File: src/rtl/rxw_pkg.sv
package rxw_pkg;

   localparam int LEN_W = 16;

   typedef enum logic [2:0] {
      ST_IDLE,
      ST_SCAN,
      ST_DATA,
      ST_LEN0,
      ST_LEN1,
      ST_STAT,
      ST_DRAIN
   } rxw_state_e;

   typedef enum logic [1:0] {
      AS_STAT,
      AS_LEN0,
      AS_LEN1,
      AS_DATA
   } rxw_asel_e;

endpackage

File: src/rtl/rxw_ring_ptr.sv
module rxw_ring_ptr #(
   parameter int RING_LOG2 = 4
) (
   input  logic                 clk,
   input  logic                 rst_n,
   input  logic                 scan_start,
   input  logic                 scan_next,
   input  logic                 take,
   output logic [RING_LOG2-1:0] ptr,
   output logic [RING_LOG2-1:0] idx,
   output logic                 scan_last
);
   localparam logic [RING_LOG2-1:0] ONE = RING_LOG2'(1);

   logic [RING_LOG2-1:0] stop_idx;

   assign stop_idx  = ptr - ONE;
   assign scan_last = (idx + ONE) == stop_idx;

   always_ff @(posedge clk) begin
      if (!rst_n) begin
         ptr <= '0;
         idx <= '0;
      end else begin
         if (take)
            ptr <= ptr + ONE;
         if (scan_start)
            idx <= ptr;
         else if (scan_next)
            idx <= idx + ONE;
      end
   end

   // the pointer moves only when a descriptor is taken
   assert_ptr_hold_R7: assert property (@(posedge clk) disable iff (!rst_n)
      !take |=> ptr == $past(ptr));

   // the controller never steps the search onto the entry behind the pointer
   assert_scan_bound_R3: assert property (@(posedge clk) disable iff (!rst_n)
      scan_next |-> !scan_last);

endmodule

File: src/rtl/rxw_addr_gen.sv
module rxw_addr_gen
   import rxw_pkg::*;
#(
   parameter int ADDR_W     = 32,
   parameter int RING_LOG2  = 4,
   parameter int DESC_BYTES = 8,
   parameter int BUF_BYTES  = 1544,
   parameter int STAT_OFS   = 2,
   parameter int MLEN_OFS   = 6
) (
   input  logic [ADDR_W-1:0]    ring_base,
   input  logic [ADDR_W-1:0]    buf_base,
   input  logic [RING_LOG2-1:0] idx,
   input  logic [LEN_W-1:0]     cnt,
   input  rxw_asel_e            sel,
   output logic [ADDR_W-1:0]    slot_base,
   output logic [ADDR_W-1:0]    addr
);
   localparam logic [ADDR_W-1:0] DSTEP = ADDR_W'(DESC_BYTES);
   localparam logic [ADDR_W-1:0] BSTEP = ADDR_W'(BUF_BYTES);
   localparam logic [ADDR_W-1:0] SOFS  = ADDR_W'(STAT_OFS);
   localparam logic [ADDR_W-1:0] MOFS  = ADDR_W'(MLEN_OFS);

   logic [ADDR_W-1:0] desc_base;

   assign desc_base = ring_base + ADDR_W'(idx) * DSTEP;
   assign slot_base = buf_base  + ADDR_W'(idx) * BSTEP;

   always_comb begin
      unique case (sel)
         AS_STAT: addr = desc_base + SOFS;
         AS_LEN0: addr = desc_base + MOFS;
         AS_LEN1: addr = desc_base + MOFS + ADDR_W'(1);
         default: addr = slot_base + ADDR_W'(cnt);
      endcase
   end

endmodule

File: src/rtl/rx_ring_writer.sv
module rx_ring_writer
   import rxw_pkg::*;
#(
   parameter int       ADDR_W       = 32,
   parameter int       RING_LOG2    = 4,
   parameter int       DESC_BYTES   = 8,
   parameter int       BUF_BYTES    = 1544,
   parameter int       STAT_OFS     = 2,
   parameter int       MLEN_OFS     = 6,
   parameter int       LEN_BIAS     = 4,
   parameter bit       LEN_HI_FIRST = 1'b1,
   parameter bit [7:0] FREE_CODE    = 8'h80,
   parameter bit [7:0] DONE_CODE    = 8'h03
) (
   input  logic              clk,
   input  logic              rst_n,
   input  logic              stopped,
   input  logic [ADDR_W-1:0] ring_base,
   input  logic [ADDR_W-1:0] buf_base,
   input  logic              s_valid,
   input  logic [7:0]        s_data,
   input  logic              s_last,
   output logic              s_ready,
   output logic              mem_req,
   output logic              mem_we,
   output logic [ADDR_W-1:0] mem_addr,
   output logic [7:0]        mem_wdata,
   input  logic [7:0]        mem_rdata,
   input  logic              mem_ack,
   output logic              rx_event,
   output logic              rx_miss
);
   localparam logic [LEN_W-1:0]  CAP   = LEN_W'(BUF_BYTES);
   localparam logic [LEN_W-1:0]  BIAS  = LEN_W'(LEN_BIAS);
   localparam logic [ADDR_W-1:0] CAP_A = ADDR_W'(BUF_BYTES);

   // elaboration-time parameter checks
   if (RING_LOG2 < 2)
      begin : g_bad_ring  $error("RING_LOG2 must be at least 2"); end
   if (STAT_OFS >= DESC_BYTES || MLEN_OFS + 2 > DESC_BYTES)
      begin : g_bad_desc  $error("descriptor fields exceed DESC_BYTES"); end
   if (BUF_BYTES < 1 || BUF_BYTES + LEN_BIAS >= (1 << LEN_W))
      begin : g_bad_buf   $error("BUF_BYTES does not fit the length word"); end

   rxw_state_e           state, state_nx;
   rxw_asel_e            asel;
   logic [LEN_W-1:0]     cnt;
   logic [LEN_W-1:0]     len_word;
   logic [7:0]           len_b0, len_b1;
   logic [RING_LOG2-1:0] ptr, idx;
   logic                 scan_last, scan_start, scan_next, take;
   logic                 in_cap, beat, is_free;
   logic [ADDR_W-1:0]    slot_base;

   assign in_cap   = cnt < CAP;
   assign is_free  = mem_rdata == FREE_CODE;
   assign len_word = cnt + BIAS;

   // the length byte order is a build option
   if (LEN_HI_FIRST) begin : g_len_hi_first
      assign len_b0 = len_word[15:8];
      assign len_b1 = len_word[7:0];
   end else begin : g_len_lo_first
      assign len_b0 = len_word[7:0];
      assign len_b1 = len_word[15:8];
   end

   rxw_ring_ptr #(.RING_LOG2(RING_LOG2)) u_ptr (
      .clk        (clk),
      .rst_n      (rst_n),
      .scan_start (scan_start),
      .scan_next  (scan_next),
      .take       (take),
      .ptr        (ptr),
      .idx        (idx),
      .scan_last  (scan_last)
   );

   rxw_addr_gen #(
      .ADDR_W     (ADDR_W),
      .RING_LOG2  (RING_LOG2),
      .DESC_BYTES (DESC_BYTES),
      .BUF_BYTES  (BUF_BYTES),
      .STAT_OFS   (STAT_OFS),
      .MLEN_OFS   (MLEN_OFS)
   ) u_addr (
      .ring_base (ring_base),
      .buf_base  (buf_base),
      .idx       (idx),
      .cnt       (cnt),
      .sel       (asel),
      .slot_base (slot_base),
      .addr      (mem_addr)
   );

   always_comb begin
      state_nx   = state;
      asel       = AS_DATA;
      mem_req    = 1'b0;
      mem_we     = 1'b0;
      mem_wdata  = s_data;
      s_ready    = 1'b0;
      scan_start = 1'b0;
      scan_next  = 1'b0;
      take       = 1'b0;
      unique case (state)
         ST_IDLE: begin
            if (s_valid) begin
               if (stopped) begin
                  state_nx = ST_DRAIN;
               end else begin
                  scan_start = 1'b1;
                  state_nx   = ST_SCAN;
               end
            end
         end
         ST_SCAN: begin
            asel    = AS_STAT;
            mem_req = 1'b1;
            if (mem_ack) begin
               if (is_free) begin
                  take     = 1'b1;
                  state_nx = ST_DATA;
               end else if (scan_last) begin
                  state_nx = ST_DRAIN;
               end else begin
                  scan_next = 1'b1;
               end
            end
         end
         ST_DATA: begin
            asel    = AS_DATA;
            mem_req = s_valid && in_cap;
            mem_we  = 1'b1;
            s_ready = in_cap ? mem_ack : 1'b1;
            if (s_valid && s_ready && s_last)
               state_nx = ST_LEN0;
         end
         ST_LEN0: begin
            asel      = AS_LEN0;
            mem_req   = 1'b1;
            mem_we    = 1'b1;
            mem_wdata = len_b0;
            if (mem_ack) state_nx = ST_LEN1;
         end
         ST_LEN1: begin
            asel      = AS_LEN1;
            mem_req   = 1'b1;
            mem_we    = 1'b1;
            mem_wdata = len_b1;
            if (mem_ack) state_nx = ST_STAT;
         end
         ST_STAT: begin
            asel      = AS_STAT;
            mem_req   = 1'b1;
            mem_we    = 1'b1;
            mem_wdata = DONE_CODE;
            if (mem_ack) state_nx = ST_IDLE;
         end
         ST_DRAIN: begin
            s_ready = 1'b1;
            if (s_valid && s_last) state_nx = ST_IDLE;
         end
         default: state_nx = ST_IDLE;
      endcase
   end

   assign beat = (state == ST_DATA) && s_valid && s_ready;

   always_ff @(posedge clk) begin
      if (!rst_n) begin
         state    <= ST_IDLE;
         cnt      <= '0;
         rx_event <= 1'b0;
         rx_miss  <= 1'b0;
      end else begin
         state    <= state_nx;
         if (take)
            cnt <= '0;
         else if (beat)
            cnt <= cnt + LEN_W'(1);
         rx_event <= (state == ST_STAT) && mem_ack;
         rx_miss  <= (state == ST_SCAN) && mem_ack && !is_free && scan_last;
      end
   end

   // a frame offered while stopped causes no memory request
   assert_stop_quiet_R1: assert property (@(posedge clk) disable iff (!rst_n)
      (state == ST_IDLE && s_valid && stopped) |=> !mem_req);

   // a pending request keeps its address and direction until acknowledged
   assert_req_hold_R2: assert property (@(posedge clk) disable iff (!rst_n)
      (mem_req && !mem_ack) |=> (mem_req && $stable(mem_addr) && $stable(mem_we)));

   // frame writes stay inside the chosen descriptor's buffer
   assert_buf_bound_R4: assert property (@(posedge clk) disable iff (!rst_n)
      (state == ST_DATA && mem_req) |-> ((mem_addr - slot_base) < CAP_A));

   // the receive event follows an acknowledged write of the done code
   assert_event_after_done_R8: assert property (@(posedge clk) disable iff (!rst_n)
      rx_event |-> ($past(mem_ack) && $past(mem_we) && $past(mem_wdata) == DONE_CODE));

   // draining issues no memory traffic, and the two pulses never coincide
   assert_drain_quiet_R9: assert property (@(posedge clk) disable iff (!rst_n)
      (state == ST_DRAIN) |-> !mem_req);
   assert_pulse_excl_R9: assert property (@(posedge clk) disable iff (!rst_n)
      !(rx_event && rx_miss));

endmodule

File: config.mk
export PLATFORM = sky130hd
export DESIGN_NAME = rx_ring_writer
export DESIGN_NICKNAME = d
export VERILOG_FILES = /design/src/rtl/rxw_pkg.sv /design/src/rtl/rxw_ring_ptr.sv /design/src/rtl/rxw_addr_gen.sv /design/src/rtl/rx_ring_writer.sv
export SDC_FILE = /design/constraint.sdc
export NUM_CORES = 1
export LEC_CHECK = 0
export BUFFER_PORTS_ARGS = -buffer_cell sky130_fd_sc_hd__buf_2
export CAP_MARGIN = 5
export CORE_ASPECT_RATIO = 0.8
export CORE_UTILIZATION = 45
export CTS_BUF_LIST = sky130_fd_sc_hd__clkbuf_8
export DETAILED_ROUTE_END_ITERATION = 12
export GPL_TIMING_DRIVEN = 0
export HOLD_SLACK_MARGIN = 0.15
export PLACE_DENSITY = 0.69
export SYNTH_ARGS = -nofsm -noshare
export SYNTH_HDL_FRONTEND = slang
export SYNTH_HIERARCHICAL = 1
export SYNTH_SLANG_ARGS = --single-unit
File: constraint.sdc
create_clock -name clk -period 5.5 [get_ports clk]
set_clock_uncertainty 0.2 [all_clocks]
set_input_delay 0.275 -clock clk [delete_from_list [all_inputs] [get_ports clk]]
set_output_delay 0.275 -clock clk [all_outputs]
set_load 0.03 [all_outputs]
-- After elaboration in Yosys (flattened, before gate mapping)
Index checks and enable logic that the tools add are counted.
- output and inout port bits: 45
- register bits after elaboration: 29
- input port bits: 86
- mux-type cells: 30
- reduce and logical (&&, ||, !) cells: 19
- $lt $le $gt $ge: 1
- bitwise gates (word level): 1
- multiply operators: 1
- equality and inequality tests: 18
- add/subtract/negate cells: 11
- operators by type and width (cell ; number):
    one-hot mux 32 bit (3 select lines) ; 1
    adder 32 x 1 -> 32 bit, second input constant ; 1
    adder 32 x 15 -> 32 bit ; 1
    adder 32 x 16 -> 32 bit ; 1
    adder 32 x 2 -> 32 bit, second input constant ; 1
    adder 32 x 3 -> 32 bit, second input constant ; 1
    adder 32 x 7 -> 32 bit ; 1
    two-way mux 3 bit ; 10
    one-hot mux 8 bit (3 select lines) ; 1
    one-hot mux 3 bit (7 select lines) ; 1
    adder 16 x 1 -> 16 bit, second input constant ; 1
    adder 16 x 3 -> 16 bit, second input constant ; 1
    < comparator 16 x 11 -> 1 bit, second input constant ; 1
    inequality test 2 bit, second input constant ; 7
    multiplier 4 x 8 -> 12 bit, second input constant ; 1
    two-way mux 1 bit ; 12
    logical AND 1 bit ; 10
    == test 3 bit, second input constant ; 3
    adder 4 x 1 -> 4 bit, second input constant ; 2
    == test 8 bit, second input constant ; 1
    two-way mux 4 bit ; 2
    AND reduction 8 bit ; 1
    OR reduction 4 bit ; 2
    == test 3 x 2 -> 1 bit, second input constant ; 2
    other kinds (14) ; 16

-- Longest topological paths before layout
- word-level depth: 8
- gate-level depth with buffers: 24
- depth with buffers taken out: 23

-- Hierarchy
The synthesis kept the hierarchy.
- modules (own cells, without submodules) (module ; sequential area each (µm²) ; instances ; cells each ; area each (µm²)):
    rxw_addr_gen ; 0.0 ; 1 ; 875 ; 5798.1
    rx_ring_writer ; 420.4 ; 1 ; 218 ; 1616.6
    rxw_ring_ptr ; 160.2 ; 1 ; 51 ; 503.0

-- Least setup slack after synthesis
Ideal clock, no wire load.
- path type: register to output
- start point: reg u_ptr.idx[2]
- end point: out mem_addr[27]
- setup slack: -0.058 ns
- stages on the path, launching flop included: 25
- buffers on the path: 1
- required time: 5.025 ns
- arrival time: 5.083 ns
- cells stage by stage: dfxtp_1 > inv_1 > ha_1 > inv_1 > ha_1 > ha_1 > a31oi_1 > xnor2_1 > ha_1 > and3_1 > nand3_1 > nor2_1 > o21a_1 > clkbuf_1 > nor2_1 > ha_1 > nand2_1 > a21oi_1 > a211o_1 > nand4_1 > nor3b_1 > nand4_1 > xnor2_1 > o21ai_0 > nor3_1
- word-level cells in the longest chain between the ends: 4
- elaborated cells on any way between the ends: 8
- classes of those cells: add/sub: 6; mul: 1; mux: 1
- RTL lines (element ; line ; RTL):
    start: declaration ; rxw_ring_ptr.sv:10 ; output logic [RING_LOG2-1:0] idx,
    start signal: assignment ; rxw_ring_ptr.sv:28 ; idx <= ptr;
    start signal: assignment ; rxw_ring_ptr.sv:30 ; idx <= idx + ONE;
    multiplier 4 x 8 -> 12 bit ; rxw_addr_gen.sv:27 ; assign slot_base = buf_base + ADDR_W'(idx) * BSTEP;
    adder 32 x 15 -> 32 bit ; rxw_addr_gen.sv:27 ;
    via slot_base[15] ; rx_ring_writer.sv:53 ; logic [ADDR_W-1:0] slot_base;
    adder 32 x 16 -> 32 bit ; rxw_addr_gen.sv:34 ; default: addr = slot_base + ADDR_W'(cnt);
    one-hot mux 32 bit (3 select lines) ; rxw_addr_gen.sv:30 ; unique case (sel)
    end: declaration ; rx_ring_writer.sv:26 ; output logic [ADDR_W-1:0] mem_addr,
The timed path passes the listed nets, and every way through them passes these cells.

-- Worst setup path after layout
- start point: reg u_ptr.idx[2]
- end point: out mem_addr[28]
The elaborated chain is that of the path after synthesis.

==> metrics.md <==
| Metric | Value |
|---|---|
| Routed vias/inst | `6.090` |
| Min Hold Slack | `roughly 240 ps` |
| Total global routing overflow | `0` |
| Worst slew pin tran | `854.2 ps` |
| Synthesized area per cell | `roughly 6.9 µm²` |
| Worst slew margin | `0.4265` |
| Unrepaired setup endpoints after global routing | `yes` |
| Crit path DAT | `about 4900 ps` |
| Clock latency on the worst-skew pair | `~300 ps` |
| Fin crit period | `roughly 5400 ps` |
| Most frequent cells in the layout | `buf_2, xnor2_1, nand2_1` |
| Power Dens Cells | `about 260 nW/µm²` |
| Pre-CTS setup slack | `-875.8 ps` |
| Crit path cell chain | `buf_6, ha_2, ha_1, ha_1, xor2_1, ha_1, buf_4, nand2_1, o211ai_1, o21a_2, nor2_2, ha_1, nand3_2, o31ai_4, o311a_1, and3_4, nand3_2, nor3b_4, a2111oi_2, o21ai_1, buf_4` |
| Leak | `3.661 nW` |
| Post-Syn Instances | `1141` |
| Root Driver | `clkbuf_8` |
| Most common cell after layout, fill and taps aside | `buf_2` |
| Syn_nets | `around 1300` |
| Num ports | `131` |
| IO Port Bufs | `123` |
| Detailed Place HPWL | `about 21 mm` |
| DIE WIDTH | `roughly 150 µm` |
| Vias in the first global route | `8122` |
| Warnings from Yosys | `6` |
| CTS buffer count | `5` |
| Largest net degree at the start of global routing | `15` |
| Final clock period utilization by the worst path | `0.9730` |
| Core Area | `16870 µm²` |
| Critical path fanouts, max | `5` |
| Total GRT Usage | `0.2815` |
| Fmax | `approximately 190 MHz` |
| Slowest stage delay, CP | `around 360 ps` |
| DRT Pass-1 Iters | `5` |
| CTS max path bufs | `2` |
| Final WS setup | `148.7 ps` |
| Beginning of the critical path | `u_ptr/idx[2]` |
| Setup crit start kind | `flop` |
| Most used cell, CP | `ha_1` |
| First-pass GRT wire length | `41.12 mm` |
| Area of the die | `18080 µm²` |
| Fillers | `around 1600` |
| H-Tree Depth | `2` |
| FP Rows | `42` |
| Antenna diodes | `0` |
| Final hold vios | `0` |
| Worst VDD drop | `around 0.36 mV` |
| Starting Density | `0.4680` |
| Max-slew violation count | `0` |
| Setup TNS | `0 ps` |
| Setup Viol. Count Final | `0` |
| Share of layout cells above drive strength 1 | `0.2173` |
| Area of the mapped netlist | `roughly 7900 µm²` |
| Via count | `9299` |
| Final GP Congestion | `0.9780` |
| Hold wc startpoint | `mem_rdata[2]` |
| Area growth syn-to-layout | `21.00%` |
| DRT iter0 DRCs | `a little over 900` |
| CP max-delay cell | `dfxtp_4` |
| Run status | `completed` |
| Max Cap Viol | `0` |
| Die Ht | `about 120 µm` |
| R2R Path Start | `u_ptr/idx[0]` |
| Clk sinks | `29` |
| Reg clk slew, reported paths | `~70 ps` |
| Classification of the worst setup path | `flop to output pin` |
| Final nets | `about 1400` |
| Worst setup EP type | `output pin` |
| Initial antenna violation count | `0` |
| CP required | `5030 ps` |
| Hold Crit Class | `primary input to flop` |
| Post-route ant nets | `0` |
| Detailed Route WL | `about 27 mm` |
| CTS tree | `built` |
| Wire per inst | `between 15 and 20 µm` |
| Final Power | `between 2 and 3 mW` |
| Drt drc | `0` |
-- per-layer routing --
layer / share of wire / global-route usage / wire, µm / vias to the layer above
met2: 0.41 / 0.4106 / 10990 / 419
met5: 0 / 0 / 0 / -
met4: 0.015 / 0.04040 / 393 / 0
met1: 0.48 / 0.4377 / 12680 / 4365
met3: 0.095 / 0.03736 / 2535 / 32
li1: - / - / - / 4483
-- layout make-up --
class / instances / area, µm² / area share
Clock buffer: 5 / 68.82 / 0.007204
Buffer: 51 / 255.2 / 0.02672
Tap cell: 220 / 275.3 / 0.02881
Clock inverter: 3 / 17.52 / 0.001834
Multi-Input combinational cell: 1022 / 7289 / 0.7631
Inverter: 38 / 142.6 / 0.01493
Timing Repair Buffer: 159 / 908.4 / 0.09509
Sequential cell: 29 / 595.6 / 0.06234
-- registers in the layout, summed over array words and instances (netlist names) --
register   count
cnt           16
rx_event       1
rx_miss        1
state          3
u_ptr/idx      4
u_ptr/ptr      4
-- stage by stage --
| step | std cells | utilization | area (µm²) |
|---|---|---|---|
| after floorplan | 1141 | - | 7900 |
| after global placement | 1484 | 0.5211 | 8791 |
| after detailed placement | 1484 | 0.5211 | 8791 |
| after CTS | 1502 | 0.5363 | 9046 |
| after global routing | 1527 | 0.5663 | 9553 |
| final | 1527 | 0.5663 | 9553 |
-- repair_timing --
item / in CTS / in global routing
setup buffers: 8 / 25
gates resized for setup: 22 / 70
setup endpoints to repair: 18 / 16
hold buffers: 3 / 0
pin swaps: 5 / 27
hold endpoints to repair: 6 / 0
-- power by group --
part / switching (mW) / internal [mW] / leakage (nW)
clock: 0.0975 / 0.0873 / 0.0439
combinational: 1.41 / 0.687 / 3.38
sequential: 0.0171 / 0.226 / 0.237
total: 1.52 / 1.00 / 3.66
-- worst max-delay path: cells and delay by family, from the launching register on --
family                   cells  cell delay, ps
flip-flops                   1             360
AO/OA/AOI/OAI                6            1530
adder cells (fa/ha/maj)      5            1430
XOR/XNOR                     1             140
buffers and inverters        3             460
AND/OR/NAND/NOR              6             660
-- path summary, 6_finish.rpt --
path / endpoint / slack (ps) / cells after the start
hold / removal: rx_miss / 240 / 5
setup / recovery: mem_addr[28] / 150 / 21
hold reg to reg: state[1] / 370 / 2
setup reg to reg: state[0] / 2500 / 10
No activity file was read; power rests on OpenSTA's default activity.
